File: src/rtl/dit_pkg.sv
package dit_pkg;
   localparam int NUM_CH  = 2;
   localparam int SEL_W   = 1;
   localparam int ADDR_W  = 3;
   localparam int SEL_LSB = 6;

   localparam logic [ADDR_W-1:0] A_CTRL = 3'd0;

   typedef enum logic [1:0] {
      PIN_DATA = 2'b00,
      PIN_CH0  = 2'b01,
      PIN_CH1  = 2'b10,
      PIN_CLK  = 2'b11
   } pin_src_e;

   function automatic logic [ADDR_W-1:0] addr_count(input int ch);
      return ADDR_W'(1 + 2 * ch);
   endfunction

   function automatic logic [ADDR_W-1:0] addr_prescale(input int ch);
      return ADDR_W'(2 + 2 * ch);
   endfunction
endpackage

File: src/rtl/dit_tick_gen.sv
module dit_tick_gen #(
   parameter int DIV = 8
) (
   input  logic clk,
   input  logic rst_n,
   output logic tick,
   output logic clk_sq
);
   localparam int W = (DIV > 1) ? $clog2(DIV) : 1;
   localparam logic [W-1:0] LAST = W'(DIV - 1);
   localparam logic [W-1:0] HALF = W'(DIV / 2);

   if (DIV < 2) begin : g_bad_div
      $error("tick divider must be at least 2");
   end

   logic [W-1:0] div_q;

   always_ff @(posedge clk or negedge rst_n) begin
      if (!rst_n)             div_q <= '0;
      else if (div_q == LAST) div_q <= '0;
      else                    div_q <= div_q + 1'b1;
   end

   assign tick   = (div_q == LAST);
   assign clk_sq = (div_q >= HALF);

   // the timing tick never fires on two adjacent clocks
   assert_tick_sparse_R1: assert property (@(posedge clk) disable iff (!rst_n)
      tick |=> !tick);
endmodule

File: src/rtl/dit_regs.sv
module dit_regs
   import dit_pkg::*;
#(
   parameter int DW    = 8,
   parameter int PRE_W = 6,
   parameter int CNT_W = 8
) (
   input  logic                          clk,
   input  logic                          rst_n,
   input  logic                          wr_en,
   input  logic [ADDR_W-1:0]             wr_addr,
   input  logic [DW-1:0]                 wr_data,
   input  logic [NUM_CH-1:0]             stop_req,
   output logic [NUM_CH-1:0][CNT_W-1:0]  cnt_hold,
   output logic [NUM_CH-1:0][PRE_W-1:0]  pre_hold,
   output logic [NUM_CH-1:0]             cont_mode,
   output logic [NUM_CH-1:0]             run_en,
   output logic [NUM_CH-1:0]             load_stb,
   output logic                          ctrl_wr,
   output pin_src_e                      pin_src
);
   if (DW < 8)            begin : g_bad_dw  $error("data width below 8"); end
   if (CNT_W > DW)        begin : g_bad_cnt $error("count wider than data"); end
   if (PRE_W + 2 > DW)    begin : g_bad_pre $error("prescale field does not fit"); end
   if (2 * NUM_CH > SEL_LSB) begin : g_bad_ch $error("control bits overlap"); end

   assign ctrl_wr = wr_en && (wr_addr == A_CTRL);

   always_ff @(posedge clk or negedge rst_n) begin
      if (!rst_n) begin
         cnt_hold  <= '0;
         pre_hold  <= '0;
         cont_mode <= '0;
         run_en    <= '0;
         pin_src   <= PIN_DATA;
      end else begin
         for (int c = 0; c < NUM_CH; c++) begin
            if (wr_en && wr_addr == addr_count(c))
               cnt_hold[c] <= wr_data[CNT_W-1:0];
            if (wr_en && wr_addr == addr_prescale(c)) begin
               pre_hold[c]  <= wr_data[PRE_W+1:2];
               cont_mode[c] <= wr_data[0];
            end
            if (ctrl_wr)          run_en[c] <= wr_data[2*c+1];
            else if (stop_req[c]) run_en[c] <= 1'b0;
         end
         if (ctrl_wr) pin_src <= pin_src_e'(wr_data[SEL_LSB+1:SEL_LSB]);
      end
   end

   always_comb begin
      for (int c = 0; c < NUM_CH; c++) load_stb[c] = ctrl_wr && wr_data[2*c];
   end

   for (genvar g = 0; g < NUM_CH; g++) begin : g_chk
      // a single-pass end-of-count drops the enable bit
      assert_single_stop_R2: assert property (@(posedge clk) disable iff (!rst_n)
         stop_req[g] && !ctrl_wr |=> !run_en[g]);
   end
endmodule

File: src/rtl/dit_channel.sv
module dit_channel #(
   parameter int PRE_W = 6,
   parameter int CNT_W = 8
) (
   input  logic             clk,
   input  logic             rst_n,
   input  logic             tick,
   input  logic             run_en,
   input  logic             cont_mode,
   input  logic             load,
   input  logic [PRE_W-1:0] pre_hold,
   input  logic [CNT_W-1:0] cnt_hold,
   output logic [CNT_W-1:0] live_cnt,
   output logic             eoc,
   output logic             stop_req,
   output logic             wave
);
   localparam logic [PRE_W-1:0] PRE_ONE = PRE_W'(1);
   localparam logic [CNT_W-1:0] CNT_ONE = CNT_W'(1);

   logic [PRE_W-1:0] pre_q;
   logic [CNT_W-1:0] cnt_q;
   logic             wave_q;
   logic             step;
   logic             pre_wrap;

   assign step     = tick && run_en;
   assign pre_wrap = step && (pre_q == PRE_ONE);
   assign eoc      = pre_wrap && (cnt_q == CNT_ONE);
   assign stop_req = eoc && !cont_mode;

   always_ff @(posedge clk or negedge rst_n) begin
      if (!rst_n) begin
         pre_q  <= '0;
         cnt_q  <= '0;
         wave_q <= 1'b1;
      end else if (load) begin
         pre_q  <= pre_hold;
         cnt_q  <= cnt_hold;
         wave_q <= 1'b1;
      end else if (step) begin
         pre_q <= (pre_q == PRE_ONE) ? pre_hold : pre_q - 1'b1;
         if (pre_q == PRE_ONE) begin
            if (cnt_q == CNT_ONE) begin
               cnt_q  <= cont_mode ? cnt_hold : '0;
               wave_q <= !wave_q;
            end else begin
               cnt_q <= cnt_q - 1'b1;
            end
         end
      end
   end

   assign live_cnt = cnt_q;
   assign wave     = wave_q;

   // a disabled channel holds both counters
   assert_freeze_R3: assert property (@(posedge clk) disable iff (!rst_n)
      !run_en && !load |=> $stable(cnt_q) && $stable(pre_q));
   // a load drives the wave high and takes the held count
   assert_load_high_R6: assert property (@(posedge clk) disable iff (!rst_n)
      load |=> wave_q && (cnt_q == $past(cnt_hold)));
   // continuous end-of-count reloads from the holding register
   assert_cont_reload_R5: assert property (@(posedge clk) disable iff (!rst_n)
      eoc && cont_mode && !load |=> cnt_q == $past(cnt_hold));
endmodule

File: src/rtl/dual_interval_timer.sv
module dual_interval_timer
   import dit_pkg::*;
#(
   parameter int DW       = 8,
   parameter int PRE_W    = 6,
   parameter int CNT_W    = 8,
   parameter int TICK_DIV = 8
) (
   input  logic              clk,
   input  logic              rst_n,
   input  logic              wr_en,
   input  logic [ADDR_W-1:0] wr_addr,
   input  logic [DW-1:0]     wr_data,
   input  logic [SEL_W-1:0]  rd_sel,
   output logic [CNT_W-1:0]  rd_data,
   input  logic              port_data,
   input  logic              pin_input_mode,
   output logic              pin_out,
   output logic              pin_oe,
   output logic [NUM_CH-1:0] eoc_pulse
);
   logic                         tick;
   logic                         clk_sq;
   logic [NUM_CH-1:0][CNT_W-1:0] cnt_hold;
   logic [NUM_CH-1:0][PRE_W-1:0] pre_hold;
   logic [NUM_CH-1:0]            cont_mode;
   logic [NUM_CH-1:0]            run_en;
   logic [NUM_CH-1:0]            load_stb;
   logic [NUM_CH-1:0]            stop_req;
   logic [NUM_CH-1:0]            wave;
   logic [NUM_CH-1:0][CNT_W-1:0] live_cnt;
   logic                         ctrl_wr;
   pin_src_e                     pin_src;

   dit_tick_gen #(.DIV(TICK_DIV)) u_tick (
      .clk    (clk),
      .rst_n  (rst_n),
      .tick   (tick),
      .clk_sq (clk_sq)
   );

   dit_regs #(.DW(DW), .PRE_W(PRE_W), .CNT_W(CNT_W)) u_regs (
      .clk       (clk),
      .rst_n     (rst_n),
      .wr_en     (wr_en),
      .wr_addr   (wr_addr),
      .wr_data   (wr_data),
      .stop_req  (stop_req),
      .cnt_hold  (cnt_hold),
      .pre_hold  (pre_hold),
      .cont_mode (cont_mode),
      .run_en    (run_en),
      .load_stb  (load_stb),
      .ctrl_wr   (ctrl_wr),
      .pin_src   (pin_src)
   );

   for (genvar c = 0; c < NUM_CH; c++) begin : g_ch
      dit_channel #(.PRE_W(PRE_W), .CNT_W(CNT_W)) u_chan (
         .clk       (clk),
         .rst_n     (rst_n),
         .tick      (tick),
         .run_en    (run_en[c]),
         .cont_mode (cont_mode[c]),
         .load      (load_stb[c]),
         .pre_hold  (pre_hold[c]),
         .cnt_hold  (cnt_hold[c]),
         .live_cnt  (live_cnt[c]),
         .eoc       (eoc_pulse[c]),
         .stop_req  (stop_req[c]),
         .wave      (wave[c])
      );
   end

   always_comb begin
      case (pin_src)
         PIN_DATA: pin_out = port_data;
         PIN_CH0:  pin_out = wave[0];
         PIN_CH1:  pin_out = wave[1];
         PIN_CLK:  pin_out = clk_sq;
         default:  pin_out = port_data;
      endcase
   end

   assign pin_oe  = !pin_input_mode;
   assign rd_data = live_cnt[rd_sel];

   // the pin follows channel 0's wave inversion at an end-of-count
   assert_pin_toggle_R7: assert property (@(posedge clk) disable iff (!rst_n)
      eoc_pulse[0] && !load_stb[0] && !ctrl_wr && pin_src == PIN_CH0
      |=> pin_out != $past(pin_out));
endmodule

File: config.mk
export PLATFORM = sky130hd
export DESIGN_NAME = dual_interval_timer
export DESIGN_NICKNAME = d
export VERILOG_FILES = /design/src/rtl/dit_pkg.sv /design/src/rtl/dit_tick_gen.sv /design/src/rtl/dit_regs.sv /design/src/rtl/dit_channel.sv /design/src/rtl/dual_interval_timer.sv
export SDC_FILE = /design/constraint.sdc
export NUM_CORES = 1
export LEC_CHECK = 0
export ABC_AREA = 1
export BUFFER_PORTS_ARGS = -buffer_cell sky130_fd_sc_hd__buf_2
export CORE_MARGIN = 1
export CORE_UTILIZATION = 55
export CTS_CLUSTER_DIAMETER = 50
export DETAILED_ROUTE_END_ITERATION = 7
export PLACE_DENSITY = 0.74
export SKIP_CTS_REPAIR_TIMING = 1
export SYNTH_ARGS = -nofsm -noshare
export SYNTH_HDL_FRONTEND = slang
export SYNTH_SLANG_ARGS = --single-unit
File: constraint.sdc
create_clock -name clk -period 2 [get_ports clk]
set_clock_uncertainty 0.15 [all_clocks]
set_input_delay 0.3 -clock clk [delete_from_list [all_inputs] [get_ports clk]]
set_output_delay 0.3 -clock clk [all_outputs]
set_load 0.05 [all_outputs]
==> metrics.log <==
[metrics] Bufs on Longest Clock Path: 2
[metrics] synth unique cells: 30
[metrics] failing checks: design-rule violations, negative setup slack
[metrics] outcome: finished with violations
[metrics] last weighted congestion value of the routability-driven placer: ~0.86
[metrics] number of hold-slack violations in the final timing report: 0
[metrics] upper clock frequency limit: 0.487 GHz
[metrics] Period Utilization, post-route: 103%
[metrics] average cell area after synthesis: 7.17 um2
[metrics] most frequent cells after synthesis: sky130_fd_sc_hd__nand2_1, sky130_fd_sc_hd__dfrtp_1, sky130_fd_sc_hd__inv_1
[metrics] count of flip-flops with a built-in enable after synthesis: 0
[metrics] # setup viols final: 1
[metrics] fill cell count: 570
[metrics] largest cells by area after synthesis: sky130_fd_sc_hd__dfrtp_1, sky130_fd_sc_hd__nand2_1, sky130_fd_sc_hd__o21ai_0
[metrics] total nets after synthesis: 547
[metrics] Post-Synthesis Cells: 520
[metrics] Area growth syn-to-layout: 16.8%
[metrics] minimum setup slack in the final design: -0.0549 ns
[metrics] VDD IR-drop max: about 0.65 mV
[metrics] number of global-route vias before repair: ~3100
[metrics] RSZ-0062 raised after global routing: true
[metrics] Critical Setup Path Class: register to primary output
[metrics] post-synthesis cell type with the largest combined area: sky130_fd_sc_hd__dfrtp_1
[metrics] number of diodes added for antenna fixing: 0
[metrics] final critical delay including setup and external delays: 2.05 ns
[metrics] endpoint arrival time on the critical path: between 1.5 and 2 ns
[metrics] number of remaining DRC errors: 3
[metrics] post-CTS clock slew at the launch and capture registers of the worst setup and hold paths: around 0.060 ns
[metrics] fin. max-slew vios: 0
[metrics] Core Rows: 29
[metrics] Die Ht: 84.3 um
[metrics] Leakage: approximately 2.4 nW
[metrics] share of synthesized registers carrying an async set or reset: 100%
[metrics] Initial DRT Pass Iterations: 6
[metrics] Final HPWL DP: 5970 um
[metrics] Final nets: 590
[metrics] number of placed I/O pins: 29
[metrics] register area share after synthesis: 45.1%
[metrics] Max Fanout on Critical Path: 4
[metrics] Multi-input gate area: 1910 um2
[metrics] initial core utilization: between 50% and 60%
[metrics] area inside the core boundary: 6460 um2
[metrics] element type at the critical path end: primary output
[metrics] Total GRT Usage: 25.4%
[metrics] total die area: 7110 um2
[metrics] main flop type after synthesis: sky130_fd_sc_hd__dfrtp_1
[metrics] kind of start point of the critical path: register
[metrics] Synthesis Warnings: 0
[metrics] Worst-Skew Late Latency: 0.34 ns
[metrics] register area: 1690 um2
[metrics] Die X: 84.3 um
[metrics] root buffer cell: sky130_fd_sc_hd__clkbuf_8
[metrics] CP required: 1.55 ns
[metrics] Mapped Area: 3730 um2
[metrics] iteration-0 DRC count of the detailed router: 223
[metrics] number of vias per cell: roughly 5.3
[metrics] total power density per cell area: ~1300 nW/um2
[metrics] Fin Hold WS: 0.165 ns
[metrics] CTS tree: done
[metrics] fraction of layout cells with a size suffix above 1: 17.8%
[metrics] remaining global-route overflow: 0
[metrics] number of H-tree levels: 3
[metrics] clk sink count: 67
[metrics] Yosys top cell area share: 43.7%
[metrics] total of flip-flops plus latches after synthesis: 67
[metrics] Port Buffer Count: 28
[metrics] number of maximum-capacitance constraint violations: 0
[metrics] pin count of the biggest net entering global routing: 54
[metrics] WL per Instance: 13.5 um
[metrics] worst hold path class: primary input to register
[metrics] Layout Utilization: 67.4%
[metrics] number of buffers inserted during clock tree synthesis: 9
[metrics] aggregate routed wire length: 8700 um
[metrics] initial antenna violation count: 0
[metrics] placed instance count: 620
[metrics] filler-free cell count of the finished design: 645
[metrics] most repeated cell in the gate-level netlist after synthesis: sky130_fd_sc_hd__nand2_1
[metrics] Rel. slew slack: roughly 70%
[metrics] total number of vias: 3398
[metrics] count of nets left with antenna violations after detail routing: 0
[metrics] global-route wire length before repair: between 10000 and 15000 um
[metrics] transition time at the pin with the least slew margin: between 0.4 and 0.5 ns
## worst max-delay path, stage by stage, from the launching register on
cell and delay [ns]:
sky130_fd_sc_hd__dfrtp_1 0.39, sky130_fd_sc_hd__inv_2 0.10, sky130_fd_sc_hd__ha_4 0.15, sky130_fd_sc_hd__nand2_4 0.05
sky130_fd_sc_hd__nor2_4 0.13, sky130_fd_sc_hd__nand2_4 0.08, sky130_fd_sc_hd__nor3_4 0.19, sky130_fd_sc_hd__buf_6 0.18
## power by group
part           leakage (nW)  internal (mW)  switching, mW  total (mW)
sequential            0.829           1.73          0.373        2.10
combinational          1.45          0.899           1.50        2.39
clock                0.0905          0.516          0.485        1.00
## sequential cells by signal, summed over array words and instances, names as in the netlist
register / flops
g_ch.u_chan.wave: 2
u_regs.pin_src: 2
u_regs.cnt_hold: 16
u_tick.div_q: 3
u_regs.cont_mode: 2
u_regs.pre_hold: 12
g_ch.u_chan.pre_q: 12
g_ch.u_chan.live_cnt: 16
u_regs.run_en: 2
## per-layer routing
layer	share of wire [%]	GRT usage (%)
met1	47	35.1
met2	47	40.2
met3	4.4	3.83
met4	1.7	11.0
met5	0	0
## area by class of cell
class / instances / share of cell area, %
Tap cell: 77 / 2.21
Clock inverter: 2 / 0.230
Clock buffer: 14 / 3.74
Sequential cell: 67 / 38.7
Timing Repair Buffer: 41 / 6.10
Multi-Input combinational cell: 386 / 44.0
Inverter: 58 / 5.03
## layout by cell type, fill, tap and decap left out, drive strengths merged, types with 4 or more instances in the layout
| cell | count |
|---|---|
| nand2 | 211 |
| dfrtp | 65 |
| nor2 | 58 |
| inv | 57 |
| o21ai | 55 |
| buf | 40 |
| nand3 | 29 |
| clkbuf | 14 |
| ha | 10 |
| nand4 | 4 |
| xor2 | 4 |
## logic make-up after synthesis
group / count (synthesis) / share of synthesized area [%]
flops: 67 / 45.1
simple gates: 305 / 33.8
fa+ha+maj: 10 / 3.36
compound gates: 64 / 8.90
xor+xnor: 7 / 1.65
buf+inv: 67 / 7.19
## through the flow
stage	instance area (um2)	total power, mW	setup TNS, ns	worst slack (ns)
2_1_floorplan	3730	3.69	-0.0924	-0.0462
3_3_place_gp	3960	4.12	0	0.150
3_5_place_dp	3960	4.20	0	0.109
4_1_cts	4140	5.21	-0.409	-0.271
5_1_grt	4350	5.93	-0.139	-0.123
6_report	4350	5.49	-0.0549	-0.0549
## worst paths after layout
check,startpoint,endpoint,slack (ns),depth (start not counted)
worst min register to register,u_tick.div_q[0],u_tick.div_q[0],0.28,1
min in group asynchronous,rst_n,g_ch[1].u_chan.live_cnt[5],0.27,2
worst max-delay path,g_ch[0].u_chan.live_cnt[1],eoc_pulse[0],-0.05,7
max in group asynchronous,rst_n,g_ch[1].u_chan.wave,0.76,3
worst min-delay path,wr_data[1],u_regs.cnt_hold[1],0.16,3
worst max register to register,g_ch[0].u_chan.live_cnt[1],g_ch[0].u_chan.live_cnt[6],0.29,10
Note: power is estimated with default switching activity, not from simulation.
